<file path="config.mk">
export PLATFORM = sky130hd
export DESIGN_NAME = dcp_cmd_parser
export DESIGN_NICKNAME = d
export VERILOG_FILES = /design/src/rtl/dcp_pkg.sv /design/src/rtl/dcp_opcode_decode.sv /design/src/rtl/dcp_cmd_collect.sv /design/src/rtl/dcp_window.sv /design/src/rtl/dcp_cmd_parser.sv
export SDC_FILE = /design/constraint.sdc
export NUM_CORES = 1
export LEC_CHECK = 0
export ABC_AREA = 1
export BUFFER_PORTS_ARGS = -buffer_cell sky130_fd_sc_hd__clkbuf_2
export CELL_PAD_IN_SITES_DETAIL_PLACEMENT = 1
export CELL_PAD_IN_SITES_GLOBAL_PLACEMENT = 1
export CORE_UTILIZATION = 41
export CTS_CLUSTER_SIZE = 24
export DETAILED_ROUTE_END_ITERATION = 8
export MAX_ROUTING_LAYER = met4
export PLACE_DENSITY = 0.77
export SYNTH_ARGS = -nofsm -noshare
export SYNTH_HDL_FRONTEND = slang
export SYNTH_SLANG_ARGS = --single-unit
</file>
<file path="constraint.sdc">
create_clock -name clk -period 3.45 [get_ports clk]
set_clock_uncertainty 0.05 [all_clocks]
set_input_delay 0.69 -clock clk [delete_from_list [all_inputs] [get_ports clk]]
set_output_delay 0.69 -clock clk [all_outputs]
set_load 0.05 [all_outputs]
</file>
<file path="src/rtl/dcp_pkg.sv">
package dcp_pkg;
  typedef enum logic [2:0] {
    K_UNKNOWN,
    K_IGNORE,
    K_COL,
    K_ROW,
    K_REMAP,
    K_CONTRAST
  } op_kind_e;

  typedef struct packed {
    op_kind_e   kind;
    logic [1:0] nparam;
  } op_info_t;

  localparam logic [7:0] OP_COL_WIN  = 8'h15;
  localparam logic [7:0] OP_ROW_WIN  = 8'h75;
  localparam logic [7:0] OP_CONTRAST = 8'h81;
  localparam logic [7:0] OP_REMAP    = 8'hA0;
endpackage

</file>
<file path="src/rtl/dcp_opcode_decode.sv">
module dcp_opcode_decode
  import dcp_pkg::*;
(
  input  logic [7:0] op,
  output op_info_t   info
);
  always_comb begin
    unique case (op)
      OP_COL_WIN:  info = '{kind: K_COL,      nparam: 2'd2};
      OP_ROW_WIN:  info = '{kind: K_ROW,      nparam: 2'd2};
      OP_REMAP:    info = '{kind: K_REMAP,    nparam: 2'd1};
      OP_CONTRAST: info = '{kind: K_CONTRAST, nparam: 2'd1};
      8'hA1, 8'hA2, 8'hA8, 8'hAD, 8'hB1, 8'hB2, 8'hB3,
      8'hBC, 8'hBE, 8'hBF:
        info = '{kind: K_IGNORE, nparam: 2'd1};
      8'hA4, 8'hA5, 8'hA6, 8'hA7, 8'hAE, 8'hAF, 8'hE3, 8'hFF:
        info = '{kind: K_IGNORE, nparam: 2'd0};
      default:
        info = '{kind: K_UNKNOWN, nparam: 2'd0};
    endcase
  end
endmodule

</file>
<file path="src/rtl/dcp_cmd_collect.sv">
module dcp_cmd_collect
  import dcp_pkg::*;
#(
  parameter int DATA_W     = 8,
  parameter int PBUF_DEPTH = 8
) (
  input  logic              clk,
  input  logic              rst,
  input  logic              cmd_valid,
  input  logic [DATA_W-1:0] cmd_byte,
  input  op_info_t          live_info,
  output logic              exec_valid,
  output op_kind_e          exec_kind,
  output logic [DATA_W-1:0] exec_p0,
  output logic [DATA_W-1:0] exec_p1,
  output logic              cmd_err
);
  localparam int CNT_W = (PBUF_DEPTH > 1) ? $clog2(PBUF_DEPTH) : 1;

  logic              busy_q;
  op_kind_e          kind_q;
  logic [1:0]        need_q;
  logic [CNT_W-1:0]  cnt_q;
  logic [DATA_W-1:0] pbuf [PBUF_DEPTH];
  logic              last_param;

  assign last_param = ((CNT_W+1)'(cnt_q) + (CNT_W+1)'(1)) == (CNT_W+1)'(need_q);

  always_comb begin
    exec_valid = 1'b0;
    exec_kind  = kind_q;
    exec_p0    = (cnt_q == '0) ? cmd_byte : pbuf[0];
    exec_p1    = cmd_byte;
    if (cmd_valid) begin
      if (!busy_q) begin
        if (live_info.kind != K_UNKNOWN && live_info.nparam == 2'd0) begin
          exec_valid = 1'b1;
          exec_kind  = live_info.kind;
        end
      end else if (last_param) begin
        exec_valid = 1'b1;
      end
    end
  end

  always_ff @(posedge clk) begin
    if (rst) begin
      busy_q  <= 1'b0;
      kind_q  <= K_UNKNOWN;
      need_q  <= 2'd0;
      cnt_q   <= '0;
      cmd_err <= 1'b0;
    end else begin
      cmd_err <= 1'b0;
      if (cmd_valid) begin
        if (!busy_q) begin
          if (live_info.kind == K_UNKNOWN) begin
            cmd_err <= 1'b1;
          end else if (live_info.nparam != 2'd0) begin
            busy_q <= 1'b1;
            kind_q <= live_info.kind;
            need_q <= live_info.nparam;
            cnt_q  <= '0;
          end
        end else if (last_param) begin
          busy_q <= 1'b0;
          cnt_q  <= '0;
        end else if (cnt_q != CNT_W'(PBUF_DEPTH-1)) begin
          cnt_q <= cnt_q + 1'b1;
        end
      end
    end
  end

  always_ff @(posedge clk) begin
    if (cmd_valid && busy_q) pbuf[cnt_q] <= cmd_byte;
  end

  a_r9_err_source: assert property (@(posedge clk) disable iff (rst)
    cmd_err |-> $past(cmd_valid && !busy_q));
  a_r8_cnt_bound: assert property (@(posedge clk) disable iff (rst)
    busy_q |-> ((CNT_W+1)'(cnt_q) < (CNT_W+1)'(need_q)));
endmodule

</file>
<file path="src/rtl/dcp_window.sv">
module dcp_window
  import dcp_pkg::*;
#(
  parameter int DATA_W   = 8,
  parameter int NUM_COLS = 64,
  parameter int NUM_ROWS = 80
) (
  input  logic                        clk,
  input  logic                        rst,
  input  logic                        exec_valid,
  input  op_kind_e                    exec_kind,
  input  logic [DATA_W-1:0]           exec_p0,
  input  logic [DATA_W-1:0]           exec_p1,
  input  logic                        data_valid,
  input  logic [DATA_W-1:0]           data_byte,
  output logic                        fb_we,
  output logic [DATA_W-1:0]           fb_data,
  output logic [$clog2(NUM_COLS)-1:0] fb_col,
  output logic [$clog2(NUM_ROWS)-1:0] fb_row,
  output logic [$clog2(NUM_COLS)-1:0] col_start_q,
  output logic [$clog2(NUM_COLS)-1:0] col_end_q,
  output logic [$clog2(NUM_ROWS)-1:0] row_start_q,
  output logic [$clog2(NUM_ROWS)-1:0] row_end_q,
  output logic [DATA_W-1:0]           remap_q,
  output logic [DATA_W-1:0]           contrast_q
);
  localparam int COL_W    = $clog2(NUM_COLS);
  localparam int ROW_W    = $clog2(NUM_ROWS);
  localparam int VERT_BIT = 2;

  logic [COL_W-1:0] col_ptr, col_nxt;
  logic [ROW_W-1:0] row_ptr, row_nxt;
  logic [COL_W:0]   col_inc;
  logic [ROW_W:0]   row_inc;
  logic             col_wrap, row_wrap;
  logic [COL_W-1:0] col_step;
  logic [ROW_W-1:0] row_step;

  assign col_inc  = {1'b0, col_ptr} + 1'b1;
  assign row_inc  = {1'b0, row_ptr} + 1'b1;
  assign col_wrap = col_inc > {1'b0, col_end_q};
  assign row_wrap = row_inc > {1'b0, row_end_q};
  assign col_step = col_wrap ? col_start_q : col_inc[COL_W-1:0];
  assign row_step = row_wrap ? row_start_q : row_inc[ROW_W-1:0];

  always_comb begin
    if (remap_q[VERT_BIT]) begin
      row_nxt = row_step;
      col_nxt = row_wrap ? col_step : col_ptr;
    end else begin
      col_nxt = col_step;
      row_nxt = col_wrap ? row_step : row_ptr;
    end
  end

  always_ff @(posedge clk) begin
    if (rst) begin
      col_ptr     <= '0;
      row_ptr     <= '0;
      col_start_q <= '0;
      col_end_q   <= COL_W'(NUM_COLS-1);
      row_start_q <= '0;
      row_end_q   <= ROW_W'(NUM_ROWS-1);
      remap_q     <= '0;
      contrast_q  <= '0;
      fb_we       <= 1'b0;
      fb_data     <= '0;
      fb_col      <= '0;
      fb_row      <= '0;
    end else begin
      fb_we <= 1'b0;
      if (data_valid) begin
        fb_we   <= 1'b1;
        fb_data <= data_byte;
        fb_col  <= col_ptr;
        fb_row  <= row_ptr;
        col_ptr <= col_nxt;
        row_ptr <= row_nxt;
      end else if (exec_valid) begin
        case (exec_kind)
          K_COL: begin
            col_ptr     <= COL_W'(exec_p0 % NUM_COLS);
            col_start_q <= COL_W'(exec_p0 % NUM_COLS);
            col_end_q   <= COL_W'(exec_p1 % NUM_COLS);
          end
          K_ROW: begin
            row_ptr     <= ROW_W'(exec_p0 % NUM_ROWS);
            row_start_q <= ROW_W'(exec_p0 % NUM_ROWS);
            row_end_q   <= ROW_W'(exec_p1 % NUM_ROWS);
          end
          K_REMAP:    remap_q    <= exec_p0;
          K_CONTRAST: contrast_q <= exec_p0;
          default: ;
        endcase
      end
    end
  end

  a_r2_we_from_data: assert property (@(posedge clk) disable iff (rst)
    fb_we |-> $past(data_valid));
  a_r10_we_not_cmd: assert property (@(posedge clk) disable iff (rst)
    fb_we |-> $past(!exec_valid));
  a_r3_col_range: assert property (@(posedge clk) disable iff (rst)
    (COL_W+1)'(col_ptr) < (COL_W+1)'(NUM_COLS));
  a_r6_row_range: assert property (@(posedge clk) disable iff (rst)
    (ROW_W+1)'(row_ptr) < (ROW_W+1)'(NUM_ROWS));
  a_r7_remap_by_cmd: assert property (@(posedge clk) disable iff (rst)
    !$stable(remap_q) |-> $past(exec_valid && exec_kind == K_REMAP));
endmodule

</file>
<file path="src/rtl/dcp_cmd_parser.sv">
module dcp_cmd_parser
  import dcp_pkg::*;
#(
  parameter int DATA_W     = 8,
  parameter int NUM_COLS   = 64,
  parameter int NUM_ROWS   = 80,
  parameter int PBUF_DEPTH = 8
) (
  input  logic                        clk,
  input  logic                        rst,
  input  logic                        in_valid,
  input  logic                        in_dc,
  input  logic [DATA_W-1:0]           in_byte,
  output logic                        fb_we,
  output logic [DATA_W-1:0]           fb_data,
  output logic [$clog2(NUM_COLS)-1:0] fb_col,
  output logic [$clog2(NUM_ROWS)-1:0] fb_row,
  output logic [$clog2(NUM_COLS)-1:0] win_col_start,
  output logic [$clog2(NUM_COLS)-1:0] win_col_end,
  output logic [$clog2(NUM_ROWS)-1:0] win_row_start,
  output logic [$clog2(NUM_ROWS)-1:0] win_row_end,
  output logic [DATA_W-1:0]           remap,
  output logic [DATA_W-1:0]           contrast,
  output logic                        cmd_err
);
  logic              cmd_valid, data_valid;
  op_info_t          live_info;
  logic              exec_valid;
  op_kind_e          exec_kind;
  logic [DATA_W-1:0] exec_p0, exec_p1;

  assign cmd_valid  = in_valid && !in_dc;
  assign data_valid = in_valid && in_dc;

  dcp_opcode_decode u_dec (
    .op   (in_byte[7:0]),
    .info (live_info)
  );

  dcp_cmd_collect #(
    .DATA_W     (DATA_W),
    .PBUF_DEPTH (PBUF_DEPTH)
  ) u_collect (
    .clk        (clk),
    .rst        (rst),
    .cmd_valid  (cmd_valid),
    .cmd_byte   (in_byte),
    .live_info  (live_info),
    .exec_valid (exec_valid),
    .exec_kind  (exec_kind),
    .exec_p0    (exec_p0),
    .exec_p1    (exec_p1),
    .cmd_err    (cmd_err)
  );

  dcp_window #(
    .DATA_W   (DATA_W),
    .NUM_COLS (NUM_COLS),
    .NUM_ROWS (NUM_ROWS)
  ) u_window (
    .clk         (clk),
    .rst         (rst),
    .exec_valid  (exec_valid),
    .exec_kind   (exec_kind),
    .exec_p0     (exec_p0),
    .exec_p1     (exec_p1),
    .data_valid  (data_valid),
    .data_byte   (in_byte),
    .fb_we       (fb_we),
    .fb_data     (fb_data),
    .fb_col      (fb_col),
    .fb_row      (fb_row),
    .col_start_q (win_col_start),
    .col_end_q   (win_col_end),
    .row_start_q (win_row_start),
    .row_end_q   (win_row_end),
    .remap_q     (remap),
    .contrast_q  (contrast)
  );
endmodule

</file>
==> metrics <==
outcome finished, violations left; violated checks DRC; Netlist cell types 41; Final Slew Violations 0; Initial Utilization 42.7%; Post-synth ARST share 0%; startpoint types flip-flop; hold crit path type reg -> reg; largest net degree at the start of global routing 37; Crit Path Max Fanout 10; post-CTS setup buffer count 0; Global Route met2 Usage a little under half; die height between 100 and 150 microns; Max Clock Freq 337 MHz; post-synth top area share about a third; Setup WS pre-CTS ~500 ps; placer congestion estimate ~0.83; port bufs 76; fin crit share 85.9%; CTS resizes 0; crit-path cells ha_1 > nand3_1 > nand3b_1 > xor2_1 > inv_1 > ha_1 > inv_1 > a21oi_1 > nand3_1 > nand2_2 > nand3_2 > nand2_4 > nand2_1 > nand2_1 > nor2_1; pwr/cell area between 400 and 500 nW/um^2; # rows 39; clk sinks between 90 and 100; Commonest cells post-synth 132 x nand2_1, 101 x nor2_1, 86 x dfxtp_1; Antenna diodes 0; number of synthesized flops with an enable pin 8; Avg Cell Area, Syn just over 7 sq um; Worst-path clk slew approximately 70 ps; leakage 2.90 nW; final core occ about half; dpl hpwl between 10 and 15 mm; First-pass DRT Iterations 6; Fin Setup TNS 0 ps; # H-tree levels 3; Hold WS between 400 and 500 ps; number of global-route vias before repair 4908; Area growth, synth to finish 16.0%; vias per inst around 5.2; Routed Antenna Nets 0; number of synthesized register bits 94; Slew @ Worst Pin 624 ps; Post-synth top flop dfxtp_1; CTS tree built; drt wl/cell 16.3 microns; crit path kind reg -> reg; grt peak-use layer met2; clk_lat worst skew between 300 and 400 ps; DRC violations left 4; CP Capture Type flip-flop; top area cells in the synthesized netlist dfxtp_1 35%, nand2_1 10%, nor2_1 7.6%; met1 usage 29.8%; vias after detailed routing around 4800; initial drt markers roughly 230; most frequent cell after synthesis nand2_1; grt ovf 0; Ys Warns 0; Worst Path Arrival approximately 3200 ps; share of cells above drive strength 1 17.5%; Post-Synthesis Cells ~700; Synth Cell Area approximately 5000 sq um; setup violators final 0; slowest stage cell, crit path dfxtp_1; Final min period slightly below 3000 ps; Fillers ~1500; gr usage total between 20% and 30%; Yosys top cell by area dfxtp_1; Max-cap violations 0; Die Area between 10000 and 15000 sq um; cts hold-fix bufs 0; CP peak stage delay 410 ps; Req. time, crit path approximately 3700 ps; Max IR drop VDD 0.190 mV; Top Ports between 70 and 80; Worst slew margin 58.2%; total power roughly 2.5 mW; unrepaired setup endpoints after global routing false; die width about 110 microns; final hold vios 0; initial antenna violation count 0; worst setup margin 485 ps; total CTS buffers 9; Max Root-Sink Buffers 2; first-pass GRT wire length around 24 mm; GR Util met3 3.24%; Seq/Total Area, Yosys approximately two fifths; Post-Route WL ~15 mm; Final #Nets 800; Mapped Nets between 700 and 800; Root Buffer clkbuf_16; Core ar. 11600 sq um
[final timing paths]
check | start | endpoint | slack [ps] | cells after the start
min reg2reg | u_window.col_start_q[1] | u_window.col_start_q[1] | 420 | 2
min | u_window.col_start_q[1] | u_window.col_start_q[1] | 420 | 2
max | u_window.row_ptr[0] | u_window.col_ptr[1] | 490 | 15
max reg2reg | u_window.row_ptr[0] | u_window.col_ptr[1] | 490 | 15
[per-stage QoR]
step,instance area (sq um),instances
floorplan,4960,699
global placement,5460,900
detailed placement,5460,900
CTS,5760,916
global route,5760,916
finish,5760,916
[power breakdown]
part / switching, mW / internal [mW]
Clock: 0.464 / 0.565
Sequential: 0.0207 / 1.13
Combinational: 0.264 / 0.0954
Total: 0.749 / 1.79
[worst max-delay path, delay by kind of cell, from the launching register on]
family / cells / cell delay, ps
compound gates: 1 / 150
buf+inv: 2 / 130
xor+xnor: 1 / 230
flops: 1 / 410
fa+ha+maj: 2 / 510
simple gates: 9 / 1360
[cell type report]
class	count	area [sq um]	area share (%)
inverters	89	337	5.85
flip-flops and latches	94	1960	34.1
multi-input cells	493	2550	44.3
clock inverters	7	72.6	1.26
clock buffers	9	225	3.91
well taps	143	179	3.11
repair buffers	81	430	7.48
[routing by layer]
layer  share of wire, %  vias up
li1                   -     2411
met1                 45     2280
met2                 51       64
met3                2.0       16
met4                1.6        0
met5                  0        -
[logic make-up after synthesis]
kind of cell | share of synthesized area (%)
compound gates | 16.9
simple gates | 27.6
xor+xnor | 1.94
fa+ha+maj | 5.04
flops | 39.5
buf+inv | 9.03
[registers in the layout, indices dropped and copies added, names as in the netlist]
| signal | flops |
|---|---|
| u_collect.cmd_err | 1 |
| u_window.row_end_q | 7 |
| u_window.fb_col | 6 |
| u_collect.busy_q | 1 |
| u_window.fb_data | 8 |
| u_window.remap_q | 8 |
| u_window.row_start_q | 7 |
| u_window.row_ptr | 7 |
| u_collect.need_q | 1 |
| u_collect.cnt_q | 3 |
| u_collect.pbuf | 8 |
| u_window.fb_row | 7 |
| u_window.col_start_q | 6 |
| u_collect.kind_q | 3 |
| u_window.fb_we | 1 |
| u_window.col_end_q | 6 |
| u_window.contrast_q | 8 |
| u_window.col_ptr | 6 |
[layout by cell type (no fill, tap or decap), drive strengths merged, types with 6 or more instances in the layout]
| master | netlist | routed |
|---|---|---|
| nand3 | 43 | 43 |
| ha | 20 | 20 |
| a21oi | 54 | 54 |
| dfxtp | 86 | 86 |
| o211ai | 13 | 13 |
| clkinv | 1 | 6 |
| edfxtp | 8 | 8 |
| nand2 | 148 | 148 |
| xor2 | 11 | 11 |
| nor3 | 8 | 8 |
| clkbuf | 11 | 85 |
| inv | 88 | 89 |
| o21ai | 74 | 74 |
| nor2 | 108 | 108 |
Power figures use the tool's default switching activity.
